[src/rtl/irqarb_pkg.sv]
package irqarb_pkg;

  // Priority and threshold width is fixed by the block's definition.
  localparam int PRIO_W = 3;

  // Width of a selector over n items, never below one bit.
  function automatic int sel_bits(input int n);
    return (n > 1) ? $clog2(n) : 1;
  endfunction

endpackage

[src/rtl/irqarb_src_bank.sv]
module irqarb_src_bank #(
  parameter int NUM_SRC = 32,
  parameter int ID_W    = 6,
  parameter int PRIO_W  = 3,
  parameter int WDATA_W = 8
) (
  input  logic                      clk,
  input  logic                      rst_n,
  input  logic [NUM_SRC-1:0]        src_level,
  input  logic                      prio_we,
  input  logic [ID_W-1:0]           prio_id,
  input  logic [WDATA_W-1:0]        prio_wdata,
  input  logic [NUM_SRC-1:0]        claim_set,
  input  logic [NUM_SRC-1:0]        cmpl_clr,
  output logic [NUM_SRC-1:0]        pend_o,
  output logic [NUM_SRC-1:0]        claimed_o,
  output logic [NUM_SRC*PRIO_W-1:0] prio_o
);

  // Source 0 carries no state; its inputs and the upper write bits are dropped.
  logic unused_bits;
  assign unused_bits = ^{src_level[0], claim_set[0], cmpl_clr[0],
                         prio_wdata[WDATA_W-1:PRIO_W]};

  for (genvar i = 0; i < NUM_SRC; i++) begin : g_src
    if (i == 0) begin : g_rsvd
      assign pend_o[i]                  = 1'b0;
      assign claimed_o[i]               = 1'b0;
      assign prio_o[i*PRIO_W +: PRIO_W] = '0;
    end else begin : g_live
      logic              pend_d, pend_q;
      logic              clm_d, clm_q;
      logic              prio_en;
      logic [PRIO_W-1:0] prio_d, prio_q;

      // Claim first, completion second: a same-cycle completion wins.
      always_comb begin
        pend_d  = src_level[i] & ~claim_set[i];
        clm_d   = (clm_q | claim_set[i]) & ~cmpl_clr[i];
        prio_en = prio_we && (prio_id == ID_W'(i));
        prio_d  = prio_wdata[PRIO_W-1:0];
      end

      always_ff @(posedge clk or negedge rst_n) begin
        if (!rst_n) begin
          pend_q <= 1'b0;
          clm_q  <= 1'b0;
          prio_q <= '0;
        end else begin
          pend_q <= pend_d;
          clm_q  <= clm_d;
          if (prio_en) prio_q <= prio_d;
        end
      end

      assign pend_o[i]                  = pend_q;
      assign claimed_o[i]               = clm_q;
      assign prio_o[i*PRIO_W +: PRIO_W] = prio_q;
    end
  end

endmodule

[src/rtl/irqarb_ctx_bank.sv]
module irqarb_ctx_bank #(
  parameter int NUM_SRC  = 32,
  parameter int NUM_CTX  = 2,
  parameter int CTX_W    = 1,
  parameter int PRIO_W   = 3,
  parameter int WDATA_W  = 8,
  parameter int MAX_PRIO = 7
) (
  input  logic                       clk,
  input  logic                       rst_n,
  input  logic                       en_we,
  input  logic [CTX_W-1:0]           en_ctx,
  input  logic [NUM_SRC-1:0]         en_wdata,
  input  logic                       thr_we,
  input  logic [CTX_W-1:0]           thr_ctx,
  input  logic [WDATA_W-1:0]         thr_wdata,
  output logic [NUM_CTX*NUM_SRC-1:0] en_o,
  output logic [NUM_CTX*PRIO_W-1:0]  thr_o
);

  logic thr_ok;
  assign thr_ok = (thr_wdata <= WDATA_W'(MAX_PRIO));

  for (genvar c = 0; c < NUM_CTX; c++) begin : g_ctx
    logic               en_ld, thr_ld;
    logic [NUM_SRC-1:0] en_q;
    logic [PRIO_W-1:0]  thr_q;

    always_comb begin
      en_ld  = en_we && (en_ctx == CTX_W'(c));
      thr_ld = thr_we && thr_ok && (thr_ctx == CTX_W'(c));
    end

    always_ff @(posedge clk or negedge rst_n) begin
      if (!rst_n) begin
        en_q  <= '0;
        thr_q <= '0;
      end else begin
        if (en_ld)  en_q  <= en_wdata;
        if (thr_ld) thr_q <= thr_wdata[PRIO_W-1:0];
      end
    end

    assign en_o[c*NUM_SRC +: NUM_SRC] = en_q;
    assign thr_o[c*PRIO_W +: PRIO_W]  = thr_q;
  end

endmodule

[src/rtl/irqarb_pick.sv]
module irqarb_pick #(
  parameter int NUM_SRC = 32,
  parameter int ID_W    = 6,
  parameter int PRIO_W  = 3
) (
  input  logic [NUM_SRC-1:0]        elig,
  input  logic [NUM_SRC*PRIO_W-1:0] prio,
  input  logic [PRIO_W-1:0]         thr,
  output logic                      hit,
  output logic [ID_W-1:0]           best_id
);

  logic unused_bits;
  assign unused_bits = ^{elig[0], prio[PRIO_W-1:0]};

  logic [PRIO_W-1:0] best_p;

  // Ascending scan with a strict compare keeps the lowest ID on ties.
  always_comb begin
    best_p  = thr;
    best_id = '0;
    hit     = 1'b0;
    for (int i = 1; i < NUM_SRC; i++) begin
      if (elig[i] && (prio[i*PRIO_W +: PRIO_W] > best_p)) begin
        best_p  = prio[i*PRIO_W +: PRIO_W];
        best_id = ID_W'(i);
        hit     = 1'b1;
      end
    end
  end

endmodule

[src/rtl/irq_claim_arbiter.sv]
module irq_claim_arbiter
  import irqarb_pkg::*;
#(
  parameter int  NUM_SRC  = 32,
  parameter int  NUM_CTX  = 2,
  parameter int  WDATA_W  = 8,
  parameter int  MAX_PRIO = 7,
  localparam int ID_W     = $clog2(NUM_SRC + 1),
  localparam int CTX_W    = sel_bits(NUM_CTX)
) (
  input  logic               clk,
  input  logic               rst_n,
  input  logic [NUM_SRC-1:0] src_level,
  input  logic               prio_we,
  input  logic [ID_W-1:0]    prio_id,
  input  logic [WDATA_W-1:0] prio_wdata,
  input  logic               en_we,
  input  logic [CTX_W-1:0]   en_ctx,
  input  logic [NUM_SRC-1:0] en_wdata,
  input  logic               thr_we,
  input  logic [CTX_W-1:0]   thr_ctx,
  input  logic [WDATA_W-1:0] thr_wdata,
  input  logic               claim_req,
  input  logic [CTX_W-1:0]   claim_ctx,
  output logic [ID_W-1:0]    claim_id,
  input  logic               cmpl_we,
  input  logic [ID_W-1:0]    cmpl_id,
  output logic [NUM_CTX-1:0] irq_out
);

  logic [NUM_SRC-1:0]         pend_w, claimed_w, claim_set, cmpl_clr;
  logic [NUM_SRC*PRIO_W-1:0]  prio_w;
  logic [NUM_CTX*NUM_SRC-1:0] en_w;
  logic [NUM_CTX*PRIO_W-1:0]  thr_w;
  logic [NUM_CTX-1:0]         hit_vec;
  logic [NUM_CTX*ID_W-1:0]    best_flat;
  logic                       claim_hit, claim_fire, cmpl_ok;
  logic [ID_W-1:0]            sel_id, claim_d, claim_q;
  logic [NUM_CTX-1:0]         irq_q;

  irqarb_src_bank #(
    .NUM_SRC(NUM_SRC), .ID_W(ID_W), .PRIO_W(PRIO_W), .WDATA_W(WDATA_W)
  ) u_src (
    .clk(clk), .rst_n(rst_n), .src_level(src_level),
    .prio_we(prio_we), .prio_id(prio_id), .prio_wdata(prio_wdata),
    .claim_set(claim_set), .cmpl_clr(cmpl_clr),
    .pend_o(pend_w), .claimed_o(claimed_w), .prio_o(prio_w)
  );

  irqarb_ctx_bank #(
    .NUM_SRC(NUM_SRC), .NUM_CTX(NUM_CTX), .CTX_W(CTX_W), .PRIO_W(PRIO_W),
    .WDATA_W(WDATA_W), .MAX_PRIO(MAX_PRIO)
  ) u_ctx (
    .clk(clk), .rst_n(rst_n),
    .en_we(en_we), .en_ctx(en_ctx), .en_wdata(en_wdata),
    .thr_we(thr_we), .thr_ctx(thr_ctx), .thr_wdata(thr_wdata),
    .en_o(en_w), .thr_o(thr_w)
  );

  // One selection network per context, all working from the same state.
  for (genvar c = 0; c < NUM_CTX; c++) begin : g_pick
    logic [NUM_SRC-1:0] elig;
    assign elig = pend_w & ~claimed_w & en_w[c*NUM_SRC +: NUM_SRC];

    irqarb_pick #(
      .NUM_SRC(NUM_SRC), .ID_W(ID_W), .PRIO_W(PRIO_W)
    ) u_pick (
      .elig(elig), .prio(prio_w), .thr(thr_w[c*PRIO_W +: PRIO_W]),
      .hit(hit_vec[c]), .best_id(best_flat[c*ID_W +: ID_W])
    );
  end

  // Route the claiming context's winner.
  always_comb begin
    claim_hit = 1'b0;
    sel_id    = '0;
    for (int c = 0; c < NUM_CTX; c++) begin
      if (claim_ctx == CTX_W'(c)) begin
        claim_hit = hit_vec[c];
        sel_id    = best_flat[c*ID_W +: ID_W];
      end
    end
  end

  always_comb begin
    claim_fire = claim_req & claim_hit;
    claim_set  = claim_fire ? (NUM_SRC'(1) << sel_id) : '0;
    cmpl_ok    = cmpl_we && (cmpl_id < ID_W'(NUM_SRC));
    cmpl_clr   = cmpl_ok ? (NUM_SRC'(1) << cmpl_id) : '0;
    claim_d    = claim_fire ? sel_id : '0;
  end

  always_ff @(posedge clk or negedge rst_n) begin
    if (!rst_n) begin
      claim_q <= '0;
      irq_q   <= '0;
    end else begin
      if (claim_req) claim_q <= claim_d;
      irq_q <= hit_vec;
    end
  end

  assign claim_id = claim_q;
  assign irq_out  = irq_q;

endmodule

[config.mk]
export PLATFORM = sky130hd
export DESIGN_NAME = irq_claim_arbiter
export DESIGN_NICKNAME = d
export VERILOG_FILES = /design/src/rtl/irqarb_pkg.sv /design/src/rtl/irqarb_src_bank.sv /design/src/rtl/irqarb_ctx_bank.sv /design/src/rtl/irqarb_pick.sv /design/src/rtl/irq_claim_arbiter.sv
export SDC_FILE = /design/constraint.sdc
export NUM_CORES = 1
export LEC_CHECK = 0
export BUFFER_PORTS_ARGS = -buffer_cell sky130_fd_sc_hd__buf_4
export CAP_MARGIN = 25
export CORE_MARGIN = 2
export CORE_UTILIZATION = 40
export CTS_CLUSTER_DIAMETER = 50
export DETAILED_ROUTE_END_ITERATION = 8
export PLACE_DENSITY_LB_ADDON = 0.12
export SKIP_LAST_GASP = 1
export SLEW_MARGIN = 15
export SYNTH_ARGS = -nofsm -noshare
export SYNTH_HDL_FRONTEND = slang
export SYNTH_SLANG_ARGS = --single-unit
[constraint.sdc]
create_clock -name clk -period 112 [get_ports clk]
set_input_delay 0 -clock clk [delete_from_list [all_inputs] [get_ports clk]]
set_output_delay 0 -clock clk [all_outputs]
set_load 0.05 [all_outputs]
==> impl_metrics.env <==
export IMPL_fmax_ghz=0.0204
export IMPL_yosys_warnings=0
export IMPL_ys_seq_area_share_pct=31.2
export IMPL_wl_per_cell_um=22.4
export IMPL_grt_pass1_vias=17200
export IMPL_synth_area_leaders="dfrtp_1 31%, mux2_2 9.6%, ha_1 5.0%, nand2_1 4.3%, nor2_1 3.5%"
export IMPL_hold_viol=0
export IMPL_rows=78
export IMPL_max_cap_viol_count=0
export IMPL_grt_max_degree=92
export IMPL_drtIter0Drc=1521
export IMPL_crit_path_start_kind="flop"
export IMPL_fin_ws_ns=62.90
export IMPL_area_growth_syn_to_layout_pct=19.0
export IMPL_post_route_drc_count=0
export IMPL_die_area_mm2=0.0478
export IMPL_track_usage_pct=27.5
export IMPL_post_cts_buffers=0
export IMPL_dieHeight_um=219
export IMPL_clkTransAtPathRegs_ns=0.06
export IMPL_start_util_pct=40.6
export IMPL_final_setup_tns_ns=0
export IMPL_hpwlAfterDp_mm=50.1
export IMPL_maxSlewViolCount=0
export IMPL_finalSetupViolations=0
export IMPL_arrival_ns=49.60
export IMPL_syn_area_per_cell_um2=8.63
export IMPL_wl_mm=65.6
export IMPL_total_leakage_power_nw=9.58
export IMPL_synth_top_area_share_pct=31.2
export IMPL_h_tree_depth=2
export IMPL_gp_congestion=0.927
export IMPL_finalCriticalPeriod_ns=49.10
export IMPL_final_common_cell="dfrtp_1"
export IMPL_via_per_inst=6.08
export IMPL_dp_slack_ns=64.06
export IMPL_power_density_mw_per_mm2=25.2
export IMPL_ys_types=108
export IMPL_ys_ff_latch=230
export IMPL_hold_class="in2async"
export IMPL_clock_skew_final_ns=0.0288
export IMPL_drive_gt1_share_pct=17.5
export IMPL_syn_nets=2313
export IMPL_fp_dieW_um=219
export IMPL_postRouteAntennaNets=0
export IMPL_portBuffers=101
export IMPL_num_nets_final=2473
export IMPL_tightest_slew_ns=1.10
export IMPL_synth_edf_count=0
export IMPL_synthFlopType="dfrtp_1"
export IMPL_cts_sinks=230
export IMPL_grt_pass1_wl_mm=101
export IMPL_period_share_pct=43.8
export IMPL_cts_buffer_depth=3
export IMPL_boundaryPins=110
export IMPL_worstSetupPathType="reg2reg"
export IMPL_maxSlewHeadroom_pct=26.8
export IMPL_mostFrequentLayoutCells="230 x dfrtp_1, 209 x nand2_1, 171 x nor2_1"
export IMPL_crit_required_ns=112.50
export IMPL_critPathCaptureType="flop"
export IMPL_synthCells=2137
export IMPL_vias=17800
export IMPL_grt_ovfl_total=0
export IMPL_antenna_found_initial=1
export IMPL_core_mm2=0.0455
export IMPL_crit_path_top_delay_cell="a311oi_1"
export IMPL_ys_async_sr_fraction_pct=100
export IMPL_yosysTopAreaCell="dfrtp_1"
export IMPL_clockRootBuffer="clkbuf_16"
export IMPL_rsz0062_at_grt="no"
export IMPL_irDropWorstVdd_mv=0.0134
export IMPL_antennaDiodeCount=0
export IMPL_status="complete, no violations"
export IMPL_worst_path_max_fanout=11
export IMPL_cts_tree="built"
export IMPL_worstSkewPairLatency_ns=0.57
export IMPL_cpMostUsedCell="nor2_1"
export IMPL_cts_buffers=38
export IMPL_critical_path_max_stage_delay_ns=0.77
export IMPL_syn_cell_area_mm2=0.0184
export IMPL_firstDrtPassIters=7
## final cells by class
cell class / instances / area [um2]
flip-flops and latches: 230 / 5760
repair buffers: 199 / 1760
inverters: 90 / 338
well taps: 600 / 751
multi-input cells: 1738 / 12000
fillers: 4472 / 23500
clock buffers: 45 / 1020
clock inverters: 24 / 297
## metrics by stage
step	area (um2)	hold slack, ns	cells	power (mW)	util (%)
floorplan	18400	-0.296	2137	0.335	-
global placement	19700	0.0502	2765	0.417	43.3
detailed placement	19700	0.0610	2766	0.421	43.3
CTS	21900	0.0512	2925	0.550	48.2
global route	21900	0.0964	2926	0.595	48.3
finish	21900	0.00250	2926	0.553	48.3
## cells by family after synthesis
logic type	synth area share (%)
simple gates	24.5
mux	9.80
fa+ha+maj	6.21
other cells	0.0203
flops	31.2
compound gates	24.6
buf+inv	3.63
## final timing paths
check / from / to / slack (ns) / cells after the start
max in group asynchronous: rst_n / u_src.g_src[6].g_live.prio_q[0]$_DFFE_PN0P_ / 110.63 / 4
worst min register to register: u_ctx.g_ctx[1].en_q[16]$_DFFE_PN0P_ / u_ctx.g_ctx[1].en_q[16]$_DFFE_PN0P_ / 0.50 / 1
min in group clk: claim_ctx / claim_id[3]$_DFFE_PN0P_ / 0.12 / 5
worst max-delay path: u_src.g_src[1].g_live.prio_q[2]$_DFFE_PN0P_ / u_src.g_src[7].g_live.clm_q$_DFF_PN0_ / 62.90 / 212
worst min-delay path: rst_n / u_ctx.g_ctx[1].thr_q[1]$_DFFE_PN0P_ / 0.003 / 2
worst max register to register: u_src.g_src[1].g_live.prio_q[2]$_DFFE_PN0P_ / u_src.g_src[7].g_live.clm_q$_DFF_PN0_ / 62.90 / 212
## cells in the mapped netlist (all sizes together), types with 14 or more instances
master  count
a211o      19
a211oi     22
a21boi     16
a21o       28
a21oi     104
a31oi      56
and2       61
and3       45
and3b      26
buf        20
clkbuf     59
dfrtp     230
ha         74
inv        90
maj3       22
mux2      157
nand2     210
nand3      80
nand3b     19
nor2      171
nor2b      44
nor3       68
nor3b      14
o211ai     26
o21a       45
o21ai     105
o21bai     15
o31ai      22
or2        20
or3        17
## routing by layer
layer | vias to the layer above | GRT usage [%] | wire length (um)
li1 | 8390 | - | -
met2 | 616 | 43.3 | 29100
met3 | 109 | 3.20 | 4030
met4 | 2 | 8.60 | 1830
met1 | 8678 | 39.3 | 30700
met5 | - | 0 | 13
## state kept, by name, summed over array words and instances (netlist names)
| register | flops |
|---|---|
| claim_id | 5 |
| u_src.g_src.g_live.pend_q | 31 |
| u_src.g_src.g_live.prio_q | 93 |
| u_ctx.g_ctx.thr_q | 6 |
| irq_out | 2 |
| u_src.g_src.g_live.clm_q | 31 |
| u_ctx.g_ctx.en_q | 62 |
## power breakdown
| group | total, mW | switching (mW) | internal (mW) | leakage (nW) |
|---|---|---|---|---|
| clock network | 0.123 | 0.0473 | 0.0757 | 0.638 |
| logic | 0.311 | 0.191 | 0.120 | 6.15 |
| registers | 0.119 | 0.0198 | 0.0996 | 2.79 |
## what timing repair did
| item | in CTS | in global routing |
|---|---|---|
| gates resized for setup | 0 | 0 |
| hold buffers | 90 | 0 |
| endpoints found under the hold margin | 250 | 0 |
## worst max-delay path, delay by kind of cell, from the launching register on
| family | cells | cell delay (ns) |
|---|---|---|
| simple gates | 76 | 11.71 |
| flops | 1 | 0.64 |
| compound gates | 81 | 20.67 |
| mux | 7 | 2.78 |
| fa+ha+maj | 40 | 11.97 |
| buf+inv | 8 | 1.18 |
Note: power is estimated with default switching activity, not from simulation.
